`src/rtl/aal5_segmenter.sv`:
```
module aal5_segmenter (
  input  logic        clk,
  input  logic        rst_n,
  input  logic [7:0]  cfg_vpi,
  input  logic [15:0] cfg_vci,
  input  logic        in_valid,
  input  logic [7:0]  in_data,
  input  logic        in_last,
  output logic        in_ready,
  output logic        out_valid,
  output logic [7:0]  out_data,
  output logic        out_soc
);
  localparam int PAY_BYTES = 48;
  localparam logic [5:0] LAST_PAY  = 6'd47;
  localparam logic [5:0] FULL_PAY  = 6'd48;
  localparam logic [5:0] TRL_POS   = 6'd40;
  localparam logic [5:0] LEN_LAST  = 6'd43;
  localparam logic [5:0] LAST_CELL = 6'd52;
  localparam logic [5:0] HDR_BYTES = 6'd4;
  localparam logic [5:0] PAY_START = 6'd5;

  typedef enum logic [2:0] {S_FILL, S_PAD, S_LEN, S_CRC, S_SEND} st_t;

  st_t         st;
  logic [7:0]  pay [PAY_BYTES];
  logic [5:0]  pos, cnt, lim;
  logic [31:0] crc, hdr;
  logic [15:0] plen;
  logic [7:0]  vpi_q, wr_byte, hec;
  logic [15:0] vci_q;
  logic        tail, eop, busy, acc, wr_en, upd;

  function automatic logic [31:0] crc_step(input logic [31:0] c, input logic [7:0] d);
    logic [31:0] r;
    r = c;
    for (int i = 7; i >= 0; i--)
      r = {r[30:0], 1'b0} ^ ((r[31] ^ d[i]) ? 32'h04C11DB7 : 32'h0);
    return r;
  endfunction

  function automatic logic [7:0] hec_of(input logic [31:0] h);
    logic [7:0] r;
    r = 8'h00;
    for (int i = 31; i >= 0; i--)
      r = {r[6:0], 1'b0} ^ ((r[7] ^ h[i]) ? 8'h07 : 8'h00);
    return r ^ 8'h55;
  endfunction

  assign in_ready  = (st == S_FILL);
  assign acc       = in_valid && in_ready;
  assign out_valid = (st == S_SEND);
  assign out_soc   = out_valid && (cnt == 6'd0);
  assign lim       = eop ? TRL_POS : FULL_PAY;
  assign hdr       = {4'h0, vpi_q, vci_q, 2'b00, eop, 1'b0};
  assign hec       = hec_of(hdr);
  assign upd       = wr_en && (st != S_CRC);

  always_comb begin
    wr_en   = 1'b0;
    wr_byte = 8'h00;
    case (st)
      S_FILL: begin wr_en = acc; wr_byte = in_data; end
      S_PAD:  wr_en = (pos != lim);
      S_LEN: begin
        wr_en = 1'b1;
        case (pos[1:0])
          2'd2:    wr_byte = plen[15:8];
          2'd3:    wr_byte = plen[7:0];
          default: wr_byte = 8'h00;
        endcase
      end
      S_CRC: begin
        wr_en = 1'b1;
        case (pos[1:0])
          2'd0:    wr_byte = ~crc[31:24];
          2'd1:    wr_byte = ~crc[23:16];
          2'd2:    wr_byte = ~crc[15:8];
          default: wr_byte = ~crc[7:0];
        endcase
      end
      default: ;
    endcase
  end

  always_comb begin
    if (cnt < HDR_BYTES) begin
      case (cnt[1:0])
        2'd0:    out_data = hdr[31:24];
        2'd1:    out_data = hdr[23:16];
        2'd2:    out_data = hdr[15:8];
        default: out_data = hdr[7:0];
      endcase
    end else if (cnt == HDR_BYTES) begin
      out_data = hec;
    end else begin
      out_data = pay[cnt - PAY_START];
    end
  end

  always_ff @(posedge clk)
    if (wr_en) pay[pos] <= wr_byte;

  always_ff @(posedge clk or negedge rst_n) begin
    if (!rst_n) begin
      st    <= S_FILL;
      pos   <= '0;
      cnt   <= '0;
      crc   <= '1;
      plen  <= '0;
      tail  <= 1'b0;
      eop   <= 1'b0;
      busy  <= 1'b0;
      vpi_q <= '0;
      vci_q <= '0;
    end else begin
      if (upd)   crc <= crc_step(crc, wr_byte);
      if (wr_en) pos <= pos + 6'd1;
      case (st)
        S_FILL: if (acc) begin
          plen <= plen + 16'd1;
          busy <= 1'b1;
          if (!busy) begin
            vpi_q <= cfg_vpi;
            vci_q <= cfg_vci;
          end
          if (in_last) begin
            tail <= 1'b1;
            eop  <= (pos < TRL_POS);
          end
          if (pos == LAST_PAY) st <= S_SEND;
          else if (in_last)    st <= S_PAD;
        end
        S_PAD: if (pos == lim) st <= eop ? S_LEN : S_SEND;
        S_LEN: if (pos == LEN_LAST) st <= S_CRC;
        S_CRC: if (pos == LAST_PAY) st <= S_SEND;
        S_SEND: begin
          cnt <= cnt + 6'd1;
          if (cnt == LAST_CELL) begin
            cnt <= '0;
            pos <= '0;
            if (eop) begin
              st   <= S_FILL;
              tail <= 1'b0;
              eop  <= 1'b0;
              busy <= 1'b0;
              plen <= '0;
              crc  <= '1;
            end else if (tail) begin
              st  <= S_PAD;
              eop <= 1'b1;
            end else begin
              st <= S_FILL;
            end
          end
        end
        default: st <= S_FILL;
      endcase
    end
  end

  assert_soc_in_cell_R1: assert property (@(posedge clk) disable iff (!rst_n)
    out_soc |-> out_valid);
  assert_cell_continues_R1: assert property (@(posedge clk) disable iff (!rst_n)
    out_soc |=> (out_valid && !out_soc));
  assert_full_payload_sends_R2: assert property (@(posedge clk) disable iff (!rst_n)
    (in_valid && in_ready && pos == LAST_PAY) |=> out_soc);
  assert_no_input_while_emit_R9: assert property (@(posedge clk) disable iff (!rst_n)
    out_valid |-> !in_ready);
  assert_stall_after_last_R9: assert property (@(posedge clk) disable iff (!rst_n)
    (in_valid && in_ready && in_last) |=> !in_ready);
  assert_cfg_held_R11: assert property (@(posedge clk) disable iff (!rst_n)
    (busy && !(out_valid && cnt == LAST_CELL && eop)) |=> $stable(vpi_q) && $stable(vci_q));
endmodule

```
`config.mk`:
```
export PLATFORM = sky130hd
export DESIGN_NAME = aal5_segmenter
export DESIGN_NICKNAME = d
export VERILOG_FILES = /design/src/rtl/aal5_segmenter.sv
export SDC_FILE = /design/constraint.sdc
export NUM_CORES = 1
export LEC_CHECK = 0
export ABC_CLOCK_PERIOD_IN_PS = 5100
export CAP_MARGIN = 5
export CORE_ASPECT_RATIO = 0.7
export CORE_MARGIN = 8
export CORE_UTILIZATION = 40
export CTS_CLUSTER_SIZE = 10
export DETAILED_ROUTE_END_ITERATION = 8
export DONT_BUFFER_PORTS = 1
export HOLD_SLACK_MARGIN = 0.03
export SYNTH_ARGS = -nofsm -noshare
export SYNTH_HDL_FRONTEND = slang
export SYNTH_SLANG_ARGS = --single-unit
```
`constraint.sdc`:
```
create_clock -name clk -period 5.1 [get_ports clk]
set_input_delay 0.255 -clock clk [delete_from_list [all_inputs] [get_ports clk]]
set_output_delay 0.255 -clock clk [all_outputs]
set_load 0.05 [all_outputs]
```
==> qor_table.md <==
| Stage | Result | This run |
|:---|:---|:---|
| outcome | Outcome | finished clean |
| floorplanning | Starting density of the core | 40.3% |
| clock network | H-tree depth | 2 |
| setup path | Register-to-register setup slack | 1.52 ns |
| final layout | Number of standard cells in the layout, taps in and fillers out | 2097 |
| clock network | CTS Buf Count | 53 |
| drt | Detailed-route via count | 11900 |
| setup path | Master of the slowest instance on the critical path | sky130_fd_sc_hd__o311ai_0 |
| drt | Router iterations before antenna repair | 5 |
| yosys | Gate Count Post-Synth | 1314 |
| placement | Routability congestion estimate from global placement | 0.831 |
| clock network | Longest Clk Path Bufs | 3 |
| yosys | Post-synthesis sequential area ratio | 64.0% |
| floorplanning | Io pins | 47 |
| drt | Antenna Nets Post-Route | 0 |
| yosys | Most instantiated library cell after synthesis | sky130_fd_sc_hd__edfxtp_1 |
| placement | Post-DP Area | 22500 um^2 |
| min path | Min-delay worst type | input pin to flop |
| clock network | TritonCTS clock tree | yes |
| clock network | CTS Hold Bufs | 27 |
| clock network | Number of gates resized after CTS | 0 |
| clock network | Clock sink count | 474 |
| yosys | Unique masters post-synth | 73 |
| timing | Final-report hold violation count | 0 |
| global routing | Overall track demand over capacity in global routing | 16.9% |
| drt | Residual DRC count | 0 |
| clock network | Worst skew pair latency | 0.58 ns |
| drt | WL per Instance | 24.9 um |
| timing | Post-route clock period utilization | 94.7% |
| setup path | Crit path largest cell delay | 1.08 ns |
| timing | Setup repair after global routing missed its margin | false |
| clock network | Cell at the root of the clock tree | sky130_fd_sc_hd__clkbuf_16 |
| final layout | Design Area, Final | 24200 um^2 |
| yosys | Synth area leader | sky130_fd_sc_hd__edfxtp_1 |
| setup path | Kind of end point of the critical path | output port |
| yosys | Biggest area contributors in the synthesized netlist | sky130_fd_sc_hd__edfxtp_1 53%, sky130_fd_sc_hd__mux4_2 11%, sky130_fd_sc_hd__dfrtp_1 6.7%, sky130_fd_sc_hd__dfstp_2 3.9%, sky130_fd_sc_hd__xnor2_1 2.9% |
| setup path | Data arrival time of the worst path | 4.57 ns |
| setup path | Cell-by-cell listing of the critical path | inv_1 > ha_4 > nor2b_1 > o21ai_0 > nand2_1 > o311ai_0 > a21oi_1 > o31a_1 |
| drt | DRT iter0 DRCs | 1159 |
| yosys | Nets in the synthesized netlist | 1360 |
| yosys | Post-synthesis instance area | 21600 um^2 |
| setup path | Critical path buffer and inverter count | 1 |
| setup path | Family with the most delay on the worst path | compound AO/OA/AOI/OAI gates |
| job | # Max-Cap Violations | 0 |
| placement | Post-DP HPWL | 34400 um |
| yosys | Area fraction of the dominant cell type after synthesis | 53.4% |
| setup path | Critical Path Start Type | flop |
| floorplanning | Full die area | 61800 um^2 |
| final layout | Net total in the final layout | 1395 |
| setup path | Critical path data required time | 4.85 ns |
| global routing | Wire length of the first global-routing pass | 79000 um |
| final layout | Synth-to-layout area growth | 12.3% |
| yosys | Post-synth EDFFs | 384 |
| setup path | Highest fanout seen on the critical path | 10 |
| timing | Slew margin rel. | 14.9% |
| setup path | Crit path kind | flop to output port |
| yosys | Share of async-settable or async-resettable flops after synthesis | 19.0% |
| global routing | Grt total ovfl | 0 |
| yosys | Synth warn | 0 |
| yosys | Synthesized area divided by synthesized cell count | 16.4 um^2 |
| global routing | Maximum number of pins on one net before global-route repair | 102 |
| yosys | Predominant post-synthesis flop cell | sky130_fd_sc_hd__edfxtp_1 |
| timing | Slew of the pin with the lowest slew margin | 1.28 ns |
| timing | Number of setup violations in the final report | 0 |
| placement | Quantity of I/O buffers inserted on ports | 0 |
| yosys | Flip-flop and latch count after synthesis | 474 |
| drt | WL final | 52200 um |
| floorplanning | Number of rows created at floorplan | 71 |
| global routing | Antenna violations before repair | 0 |
| final layout | Antenna Cells | 0 |
| floorplanning | Height of the chip | 210 um |
| timing | Max-slew violations | 0 |
| drt | Vias per std cell | 5.69 |
| floorplanning | Die span in x | 294 um |
| placement | Post-Place Worst Slack | 1.14 ns |
| placement | Placed cell count | 1997 |
| clock network | Clock slew at reported path FFs | 0.05 ns |
| global routing | Vias in the first global route | 11800 |
| yosys | Commonest cells in the synthesized netlist | 384 x sky130_fd_sc_hd__edfxtp_1, 108 x sky130_fd_sc_hd__mux4_2, 80 x sky130_fd_sc_hd__nor2_1 |
| timing | Setup TNS Final | 0 ns |
| timing | Fin crit period | 4.83 ns |
| timing | Worst setup margin | 0.271 ns |
| final layout | Fraction of layout instances using a drive strength above 1 | 22.1% |
| floorplanning | Floorplan core area | 53600 um^2 |
| timing | Final clock skew | 0.0255 ns |
| clock network | Number of setup buffers added after CTS | 0 |
| timing | Maximum achievable frequency | 207 MHz |
## sequential cells by signal, indices dropped and copies added (netlist names), 3 cells and up
name   cells
cnt        6
crc       32
pay      384
plen      16
pos        6
st         3
vci_q     16
vpi_q      8
## metal layers
layer / global-route usage (%) / vias to the layer above / share of wire [%]
met4: 4.23 / 2 / 2.2
li1: - / 5171 / -
met5: 1.57 / - / 0.26
met1: 26.7 / 6213 / 48
met2: 22.4 / 462 / 41
met3: 4.48 / 77 / 8.9
## final cells by class
class | count | area (um^2)
inverter | 23 | 86.3
tap | 730 | 913
fill | 4607 | 29300
clock inverter | 2 | 21.3
timing repair buffer | 55 | 510
sequential | 474 | 13800
multi-input combinational | 742 | 7470
clock buffer | 71 | 1420
## worst paths after layout
path                                    start                    to  cells after the start
setup reg to reg             pos[0]$_DFF_PN0_      crc[4]$_DFF_PN1_                     10
max in group asynchronous               rst_n    cnt[0]$_DFFE_PN0P_                      2
hold reg to reg              busy$_DFFE_PN0P_      busy$_DFFE_PN0P_                      2
min in group asynchronous               rst_n  plen[14]$_DFFE_PN0P_                      2
setup / recovery           cnt[0]$_DFFE_PN0P_           out_data[0]                      8
hold / removal                        in_last     st[1]$_DFFE_PN0P_                      3
## cell usage in the layout, fill, tap and decap left out, types with 4 or more instances in the layout
cell type / instances
sky130_fd_sc_hd__clkbuf_1: 17
sky130_fd_sc_hd__o211ai_1: 22
sky130_fd_sc_hd__xnor3_1: 23
sky130_fd_sc_hd__a21oi_1: 30
sky130_fd_sc_hd__a31oi_1: 6
sky130_fd_sc_hd__xnor2_4: 9
sky130_fd_sc_hd__and3_1: 12
sky130_fd_sc_hd__dfrtp_1: 57
sky130_fd_sc_hd__dlygate4sd3_1: 26
sky130_fd_sc_hd__ha_1: 9
sky130_fd_sc_hd__o21ai_1: 17
sky130_fd_sc_hd__xnor2_2: 7
sky130_fd_sc_hd__nor2_1: 79
sky130_fd_sc_hd__mux2_2: 27
sky130_fd_sc_hd__xnor2_1: 71
sky130_fd_sc_hd__xor2_1: 18
sky130_fd_sc_hd__inv_1: 21
sky130_fd_sc_hd__nand4_1: 7
sky130_fd_sc_hd__clkbuf_16: 54
sky130_fd_sc_hd__a2111oi_2: 6
sky130_fd_sc_hd__dfstp_2: 32
sky130_fd_sc_hd__a222oi_1: 4
sky130_fd_sc_hd__a21o_1: 11
sky130_fd_sc_hd__a22o_1: 9
sky130_fd_sc_hd__mux4_2: 108
sky130_fd_sc_hd__o21ai_4: 8
sky130_fd_sc_hd__nand2_1: 79
sky130_fd_sc_hd__buf_4: 27
sky130_fd_sc_hd__o21ai_0: 43
sky130_fd_sc_hd__nand3_1: 17
sky130_fd_sc_hd__nor3_1: 9
sky130_fd_sc_hd__mux2i_1: 17
sky130_fd_sc_hd__a22oi_1: 10
sky130_fd_sc_hd__edfxtp_1: 384
sky130_fd_sc_hd__nor2b_1: 18
## logic make-up after synthesis
logic type | Yosys count | synth area share (%)
flops | 474 | 64.0
simple gates | 243 | 5.18
compound gates | 202 | 6.63
mux | 152 | 13.5
xor+xnor | 135 | 8.28
buf+inv | 98 | 1.83
fa+ha+maj | 10 | 0.580
## through the flow
stage	hold WS [ns]	util, %
final	0.125	45.3
after global routing	0.128	45.3
after CTS	0.0714	45.3
after detailed placement	-0.0328	42.0
after global placement	-0.0267	42.0
after floorplan	-0.0406	-
## worst reg2reg max path: stages, from the launching register on
cell	delay, ns
sky130_fd_sc_hd__dfrtp_1	0.50
sky130_fd_sc_hd__inv_1	0.14
sky130_fd_sc_hd__ha_1	0.40
sky130_fd_sc_hd__nor2b_1	0.22
sky130_fd_sc_hd__a2111oi_1	0.55
sky130_fd_sc_hd__o21ai_4	0.10
sky130_fd_sc_hd__buf_4	0.30
sky130_fd_sc_hd__xnor2_2	0.49
sky130_fd_sc_hd__xnor2_4	0.27
sky130_fd_sc_hd__xnor3_1	0.40
sky130_fd_sc_hd__o21ai_1	0.13
Power is not shown: default switching activity piles up to over one toggle a cycle in this logic, so the estimate is an artifact.
